File: src/rtl/scanq_pkg.sv
package scanq_pkg;

    typedef struct packed {
        logic [3:0] rng;
        logic [2:0] chan;
    } q_entry_t;

    typedef enum logic [1:0] {
        SEQ_HOLD,
        SEQ_STEP,
        SEQ_REWIND,
        SEQ_ARM
    } seq_op_t;

    function automatic q_entry_t unpack_entry(input logic [7:0] b);
        q_entry_t e;
        e.rng  = b[7:4];
        e.chan = b[2:0];
        return e;
    endfunction

    function automatic logic parity_clash(input logic [2:0] chan, input logic idx_lsb);
        return chan[0] ^ idx_lsb;
    endfunction

endpackage

File: src/rtl/scanq_store.sv
module scanq_store
    import scanq_pkg::*;
#(
    parameter int DEPTH = 256,
    localparam int IDX_W = $clog2(DEPTH)
) (
    input  logic             clk,
    input  logic             rst,
    input  logic             we,
    input  logic [IDX_W-1:0] waddr,
    input  q_entry_t         wdata,
    input  logic [IDX_W-1:0] raddr,
    output q_entry_t         rdata
);

    q_entry_t mem_q [DEPTH];

    always_ff @(posedge clk) begin
        if (rst) begin
            for (int i = 0; i < DEPTH; i++) mem_q[i] <= '0;
        end else if (we) begin
            mem_q[waddr] <= wdata;
        end
    end

    assign rdata = mem_q[raddr];

endmodule

File: src/rtl/scanq_rules.sv
module scanq_rules
    import scanq_pkg::*;
#(
    parameter int IDX_W = 8
) (
    input  logic             clk,
    input  logic             rst,
    input  logic             clr,
    input  logic             chk,
    input  logic [2:0]       chan,
    input  logic             idx_lsb,
    input  logic [IDX_W-1:0] len_last,
    output logic             par_bad,
    output logic             list_error
);

    logic par_bad_q;

    always_ff @(posedge clk) begin
        if (rst || clr)
            par_bad_q <= 1'b0;
        else if (chk && parity_clash(chan, idx_lsb))
            par_bad_q <= 1'b1;
    end

    assign par_bad    = par_bad_q;
    assign list_error = (len_last != '0) && (par_bad_q || !len_last[0]);

endmodule

File: src/rtl/scanq_seq.sv
module scanq_seq
    import scanq_pkg::*;
#(
    parameter int IDX_W = 8
) (
    input  logic             clk,
    input  logic             rst,
    input  seq_op_t          op,
    input  logic [IDX_W-1:0] len_last,
    input  q_entry_t         rd_entry,
    output logic [IDX_W-1:0] rd_idx,
    output logic [IDX_W-1:0] ptr,
    output q_entry_t         cur
);

    logic [IDX_W-1:0] ptr_q, nxt;
    q_entry_t         cur_q;

    assign nxt    = (ptr_q == len_last) ? '0 : ptr_q + 1'b1;
    assign rd_idx = (op == SEQ_ARM) ? '0 : nxt;

    always_ff @(posedge clk) begin
        if (rst) begin
            ptr_q <= '0;
            cur_q <= '0;
        end else begin
            unique case (op)
                SEQ_ARM: begin
                    ptr_q <= '0;
                    cur_q <= rd_entry;
                end
                SEQ_REWIND: ptr_q <= '0;
                SEQ_STEP: begin
                    ptr_q <= nxt;
                    cur_q <= rd_entry;
                end
                default: ;
            endcase
        end
    end

    assign ptr = ptr_q;
    assign cur = cur_q;

endmodule

File: src/rtl/scanq_top.sv
module scanq_top
    import scanq_pkg::*;
#(
    parameter int             DEPTH    = 256,
    parameter int             AW       = 3,
    parameter logic [AW-1:0]  OFF_LEN  = 3'd4,
    parameter logic [AW-1:0]  OFF_IDX  = 3'd6,
    parameter logic [AW-1:0]  OFF_DATA = 3'd7
) (
    input  logic          clk,
    input  logic          rst,
    input  logic          host_wr,
    input  logic [AW-1:0] host_addr,
    input  logic [7:0]    host_wdata,
    input  logic          arm,
    input  logic          conv_strobe,
    output logic [2:0]    mux_sel,
    output logic [3:0]    range_code,
    output logic          unipolar,
    output logic          list_error
);

    localparam int IDX_W = $clog2(DEPTH);

    logic             wr_len, wr_idx, wr_data, wr_rewind;
    logic [IDX_W-1:0] idx_q, len_last_q, rd_idx, ptr_q;
    logic             par_bad;
    q_entry_t         rd_entry, cur;
    seq_op_t          op;

    assign wr_len    = host_wr && (host_addr == OFF_LEN);
    assign wr_idx    = host_wr && (host_addr == OFF_IDX);
    assign wr_data   = host_wr && (host_addr == OFF_DATA);
    assign wr_rewind = wr_idx && (host_wdata[IDX_W-1:0] == '0);

    always_ff @(posedge clk) begin
        if (rst) begin
            idx_q      <= '0;
            len_last_q <= '0;
        end else begin
            if (wr_idx) idx_q      <= host_wdata[IDX_W-1:0];
            if (wr_len) len_last_q <= host_wdata[IDX_W-1:0];
        end
    end

    always_comb begin
        if (arm)              op = SEQ_ARM;
        else if (wr_rewind)   op = SEQ_REWIND;
        else if (conv_strobe) op = SEQ_STEP;
        else                  op = SEQ_HOLD;
    end

    scanq_store #(.DEPTH(DEPTH)) u_store (
        .clk   (clk),
        .rst   (rst),
        .we    (wr_data),
        .waddr (idx_q),
        .wdata (unpack_entry(host_wdata)),
        .raddr (rd_idx),
        .rdata (rd_entry)
    );

    scanq_rules #(.IDX_W(IDX_W)) u_rules (
        .clk        (clk),
        .rst        (rst),
        .clr        (wr_rewind),
        .chk        (wr_data),
        .chan       (host_wdata[2:0]),
        .idx_lsb    (idx_q[0]),
        .len_last   (len_last_q),
        .par_bad    (par_bad),
        .list_error (list_error)
    );

    scanq_seq #(.IDX_W(IDX_W)) u_seq (
        .clk      (clk),
        .rst      (rst),
        .op       (op),
        .len_last (len_last_q),
        .rd_entry (rd_entry),
        .rd_idx   (rd_idx),
        .ptr      (ptr_q),
        .cur      (cur)
    );

    assign mux_sel    = cur.chan;
    assign range_code = cur.rng;
    assign unipolar   = cur.rng[2];

endmodule

File: config.mk
export PLATFORM = sky130hd
export DESIGN_NAME = scanq_top
export DESIGN_NICKNAME = d
export VERILOG_FILES = /design/src/rtl/scanq_pkg.sv /design/src/rtl/scanq_store.sv /design/src/rtl/scanq_rules.sv /design/src/rtl/scanq_seq.sv /design/src/rtl/scanq_top.sv
export SDC_FILE = /design/constraint.sdc
export NUM_CORES = 2
export LEC_CHECK = 0
export BUFFER_PORTS_ARGS = -buffer_cell sky130_fd_sc_hd__buf_4
export CORE_UTILIZATION = 50
export CTS_CLUSTER_SIZE = 40
export DETAILED_ROUTE_END_ITERATION = 6
export PLACE_DENSITY = 0.65
export SYNTH_ARGS = -nofsm -noshare
export SYNTH_HDL_FRONTEND = slang
export SYNTH_HIERARCHICAL = 1
export SYNTH_SLANG_ARGS = --single-unit
File: constraint.sdc
create_clock -name clk -period 4.17 [get_ports clk]
set_input_delay 0.2085 -clock clk [delete_from_list [all_inputs] [get_ports clk]]
set_output_delay 0.2085 -clock clk [all_outputs]
set_load 0.005 [all_outputs]
-- Word-level counts from Yosys, hierarchy flattened
Memory sizes are Yosys's and may differ from the RTL's. A register that Yosys moved wholly into a read port is not among the register bits.
Cells that the tools add are included.
- bits in registers: 25
- memory bits (writable): 1792
- input port bits: 16
- output and inout port bits: 9
- logic and storage cells: 43
- memories: 1
- $add $sub $neg: 1
- equality and inequality tests: 7
- multiplexer cells: 14
- bitwise logic cells: 1
- reductions and logical operators: 15
- memory list (memory ; words ; bits a word ; rd ports ; clocked after memory_dff ; write ports ; RTL line ; text):
    u_store.mem_q ; 256 ; 7 ; 1 ; 1 ; 256 ; scanq_store.sv:16 ; q_entry_t mem_q [DEPTH];
- operator list (cell ; count):
    two-way mux 8 bit ; 3
    case mux 8 bit (2 select lines) ; 1
    == test 3 bit (second input constant) ; 3
    adder 8 x 1 -> 8 bit (second input constant) ; 1
    == test 8 bit ; 1
    zero test 8 bit ; 1
    nonzero test 8 bit ; 1
    two-way mux 1 bit ; 7
    two-way mux 7 bit ; 1
    OR reduction 7 bit ; 1
    logical AND 1 bit ; 6
    == test 2 bit (second input constant) ; 2
    two-way mux 2 bit ; 2
    OR reduction 2 bit ; 2
    == test 2 x 1 -> 1 bit (second input constant) ; 1
    logical OR 1 bit ; 2
    nonzero test 2 bit ; 1
    zero test 1 bit ; 1
    XOR 1 bit ; 1

-- Depth between registers and ports, before layout
- word-level depth: 8
- depth in mapped cells: 21
- gate-level depth less buffers: 14

-- Modules after synthesis
The synthesis kept the hierarchy.
- modules (own cells, without submodules) (module ; instances ; cells each ; area each (sq um)):
    scanq_store ; 1 ; 5705 ; 84208.3
    scanq_seq ; 1 ; 94 ; 802.0
    scanq_top ; 1 ; 71 ; 644.4
    scanq_rules ; 1 ; 9 ; 85.1

-- Worst setup path before layout
Ideal clock, no wire load.
- path type: input to register
- start: input host_addr[0]
- end: register, netlist name u_seq/cur[5]
- setup time: 0.115 ns
- arrival time: 3.556 ns
- path slack: 0.500 ns
- cell stages on the path: 19
- buffers on the path: 7
- cell sequence: and4b_1 > buf_4 > nand3_2 > a21o_1 > buf_1 > a21o_1 > nor2_1 > buf_6 > buf_12 > buf_6 > buf_6 > buf_4 > mux4_2 > a22oi_1 > a21oi_1 > a211oi_1 > o22ai_1 > mux2i_1 > nor2_1
- longest elaborated chain between the ends: 7
- RTL lines (what ; RTL line ; text):
    start, declared ; scanq_top.sv:13 ; input logic [AW-1:0] host_addr,
    == test 3 bit ; scanq_top.sv:32 ; assign wr_idx = host_wr && (host_addr == OFF_IDX);
    logical AND 1 bit ; scanq_top.sv:32 ;
    logical AND 1 bit ; scanq_top.sv:34 ; assign wr_rewind = wr_idx && (host_wdata[IDX_W-1:0] == '0);
    two-way mux 2 bit ; scanq_top.sv:48 ; else if (wr_rewind) op = SEQ_REWIND;
    two-way mux 2 bit ; scanq_top.sv:47 ; if (arm) op = SEQ_ARM;
    via op[0] ; scanq_top.sv:29 ; seq_op_t op;
    == test 2 bit ; scanq_seq.sv:20 ; assign rd_idx = (op == SEQ_ARM) ? '0 : nxt;
    two-way mux 8 bit ; scanq_seq.sv:20 ;
    via rd_idx[0] ; scanq_top.sv:26 ; logic [IDX_W-1:0] idx_q, len_last_q, rd_idx, ptr_q;
The timed path passes the listed nets, and every way through them passes these cells.
A chain may end at the register's enable or synchronous reset.

-- Final worst setup path
- start: register u_seq.ptr_q[3], in the netlist u_seq/ptr[3]
- end: register, netlist name u_seq/cur[3]
- longest elaborated chain between the ends: 3
- RTL lines (what ; RTL line ; text):
    start, declared ; scanq_seq.sv:16 ; logic [IDX_W-1:0] ptr_q, nxt;
    start signal, assigned ; scanq_seq.sv:34 ; ptr_q <= nxt;
    == test 8 bit ; scanq_seq.sv:19 ; assign nxt = (ptr_q == len_last) ? '0 : ptr_q + 1'b1;
    two-way mux 8 bit ; scanq_seq.sv:19 ;
    two-way mux 8 bit ; scanq_seq.sv:20 ;
    via rd_idx[0] ; scanq_top.sv:26 ;
The timed path passes the listed nets, and every way through them passes these cells.

==> impl_metrics.ini <==
[outcome]
outcome = finished, violations left
violations = design-rule violations

[global_route]
grt_max_degree = 204
grt_pass1_vias = 51550
grt_overflow = 0
grt_pass1_wl_um = 359200
antenna_found_initial = 8
grt_use_total_pct = 28.30

[clock_tree]
cts_buffers = 190
path_clk_slew_ns = 0.06
root_buffer = clkbuf_16
h-tree-depth = 4
clkSinkCount = 1824
cts_tree = done
clk-insertion-delay-late_ns = 0.85
clockBufferDepth = 3

[setup_path]
reg2reg_from = u_seq/ptr[3]
cp.required_ns = 4.87
setup.worst_path.start = u_seq/ptr[3]
crit_type = reg2reg
cp_data_arrival_time_ns = 4.78
r2r_slack_ns = 0.08
start_kind = flip-flop
crit_path_end_kind = flip-flop
timing.rr.end = u_seq/cur[3]
critPathMaxFanout = 9
r2r.worst_path.cells = 16

[layout]
final_area_mm2 = 0.09614
final_nets = 5827
area_growth_pct = 12.13
fin_util_pct = 56.61
drive_gt1_share_pct = 21.01

[drt]
drt-vias-per-instance = 6.416
vias = 52540
antenna_left = 0
drt-initial-drc-count = 6580
avgRoutedWirePerCell_um = 30.14
first_pass_iters = 7
drc = 2
wl_um = 246900

[worst_hold_path]
hp-class = in2reg
worstHoldStart = host_wdata[0]
whs_path_depth = 3
worstHoldEndpoint = u_store/mem_q[183][0]

[sta]
maxSlewHeadroom_pct = 14.89
slew_violations = 0
fin_crit_ns = 4.087
max_clock_freq_ghz = 0.2447
tightest_slew_ns = 1.277
finClkSkew_ns = 0.03656
final_hold_viol_count = 0
finalSetupViolCount = 0
post-route-period-util_pct = 98.00
grt_setup_unrepaired = no

[logic_synthesis]
syn_avg_cell_area_um2 = 14.58
synth-adder-area-share_pct = 0.01459
yosysSeqAreaShare_pct = 63.51
synth_edf_count = 1792
netlist_instances = 5879
yosysWarnings = 6
async_reset_ff_share_pct = 0
synthMuxAreaShare_pct = 12.86
synth_cell_type_count = 64
syn_nets = 5896
synth_xor_xnor_area_share_pct = 0.1226
ys.flop_type = edfxtp_1
synth_top_family_by_area = simple AND/OR/NAND/NOR gates
synthesis.area_mm2 = 0.08574
synth-compound-area-share_pct = 3.997
ys_ff_latch = 1824
synth_simple_gate_area_share_pct = 15.90

[placed_design]
io_buffers = 24
globalplace.congestion = 0.9100
dpl.hpwl_um = 157400
place_area_mm2 = 0.08990

[pwr]
static-leakage-power_nw = 38.15
power_density_mw_per_mm2 = 424.5
peakVddDrop_uv = 518.3
power_w = 0.04081

[run]
maxCapViolCount = 0

[floorplanning]
die_area_mm2 = 0.1731
ios = 25
fp.coreArea_mm2 = 0.1698
fp-row-count = 151
initial_utilization_pct = 50.48
dieWidth_um = 416.1
die_y_um = 416.1
-- cell usage in the layout (no fill, tap or decap), drive strengths merged, types with 13 or more instances in the layout --
| cell | instances |
|---|---|
| mux4 | 409 |
| or2 | 94 |
| o21ai | 13 |
| a21o | 70 |
| buf | 424 |
| a22o | 26 |
| mux2i | 176 |
| nor3 | 26 |
| o22ai | 49 |
| nand2 | 113 |
| and3 | 1166 |
| a21oi | 54 |
| and2 | 632 |
| o21bai | 100 |
| clkinv | 73 |
| bufinv | 19 |
| nor2 | 146 |
| nand3 | 41 |
| dfxtp | 32 |
| a22oi | 32 |
| edfxtp | 1792 |
| a211oi | 33 |
| nand2b | 14 |
| nor2b | 25 |
| o221ai | 52 |
| clkbuf | 253 |
-- sequential cells by signal, summed over array words and instances, names as in the netlist --
name and count:
u_store/mem_q 1792, idx_q 8, u_seq/ptr 8, u_rules/par_bad 1
len_last_q 8, u_seq/cur 7
-- cell usage after synthesis (5+ instances only) --
cell type,n,area share (%)
edfxtp_1,1792,63
and3_1,1165,8.5
and2_1,632,4.6
clkbuf_1,576,2.5
mux4_2,409,11
mux2i_1,176,2.1
nor2_1,145,0.63
nand2_1,113,0.49
o21bai_1,100,0.88
or2_2,91,0.66
a21o_1,70,0.61
a21oi_1,54,0.32
o221ai_1,52,0.53
buf_2,50,0.29
o22ai_1,49,0.36
buf_6,41,0.54
nand3_1,39,0.23
a211oi_1,32,0.28
a22oi_1,32,0.28
dfxtp_1,32,0.75
a22o_1,26,0.27
nor3_1,26,0.15
nor2b_1,25,0.18
nand2b_1,14,0.10
buf_4,12,0.11
buf_1,10,0.044
nand4_1,10,0.073
nor4_1,10,0.073
o21ai_1,9,0.053
xnor2_1,9,0.092
o311ai_0,7,0.072
a221o_1,6,0.070
a221oi_1,6,0.061
a2111oi_0,5,0.051
mux2_2,5,0.066
-- where the power goes --
part / switching [W] / total [W] / internal, W
clock: 0.00718 / 0.0170 / 0.00979
combinational: 0.00172 / 0.00295 / 0.00123
sequential: 0.000207 / 0.0209 / 0.0207
total: 0.00911 / 0.0408 / 0.0317
-- final cells by class --
| class | count | area [um2] |
|---|---|---|
| diodes | 3 | 7.507 |
| clock buffers | 249 | 5101 |
| clock inverters | 101 | 1054 |
| fillers | 13020 | 73710 |
| inverters | 5 | 21.27 |
| multi-input cells | 3358 | 28480 |
| flip-flops and latches | 1824 | 54450 |
| well taps | 2218 | 2775 |
| repair buffers | 431 | 4249 |
-- routing by layer --
metal / vias to the layer above / part of all wire, % / global-route usage [%] / wire length, um
met4: 8 / 4.6 / 12.48 / 11430
met5: - / 0.016 / 0 / 39
li1: 22410 / - / - / -
met2: 2724 / 46 / 43.88 / 114400
met1: 26890 / 39 / 38.79 / 96850
met3: 512 / 9.8 / 5.827 / 24110
-- critical path, cell delays in order, from the launching register on --
cell      delay (ns)
dfxtp_1         0.45
xnor2_1         0.11
nand4_1         0.10
nor2_2          0.06
a21o_1          0.19
nor2_4          0.15
buf_12          0.16
buf_4           0.15
buf_4           0.23
mux4_2          0.57
mux4_2          0.54
a211oi_1        0.32
buf_4           0.20
a22o_1          0.34
nor3_1          0.13
mux2i_1         0.18
nor2_1          0.05
-- how the worst max path moves through the flow --
stage	end	slack [ns]	cells past startpoint
3_3_place_gp	u_seq/cur[0]	-1.73	17
2_1_floorplan	u_seq/cur[5]	0.50	19
6_report	u_seq/cur[3]	0.08	16
3_5_place_dp	u_seq/cur[4]	-0.62	18
5_1_grt	u_seq/cur[6]	0.008	20
4_1_cts	u_seq/cur[4]	0.14	17
-- what timing repair did --
item,4_1_cts,5_1_grt
hold buffers,3,0
resized for setup,0,3
pin swaps,1,0
endpoints found under the hold margin,16,0
setup endpoints to repair,4,3
setup buffers,3,0
-- per-stage QoR --
step | hold WS [ns] | instances | setup slack [ns] | TNS (ns)
2_1_floorplan | 0.3445 | 5879 | 0.4997 | 0
3_3_place_gp | 0.4985 | 7828 | -1.730 | -11.34
3_5_place_dp | 0.5072 | 7830 | -0.6210 | -3.796
4_1_cts | 0.08969 | 8186 | 0.1390 | 0
5_1_grt | 0.1599 | 8187 | 0.008242 | 0
6_report | 0.1389 | 8189 | 0.08330 | 0
-- logic make-up (layout without fill, tap and decap cells) --
logic type	count (synthesis)	in the layout
simple gates	2289	2289
flops	1824	1824
buf+inv	697	786
mux	590	590
compound gates	466	466
xor+xnor	12	12
fa+ha+maj	1	1
other cells	0	3
Power figures use the tool's default switching activity.
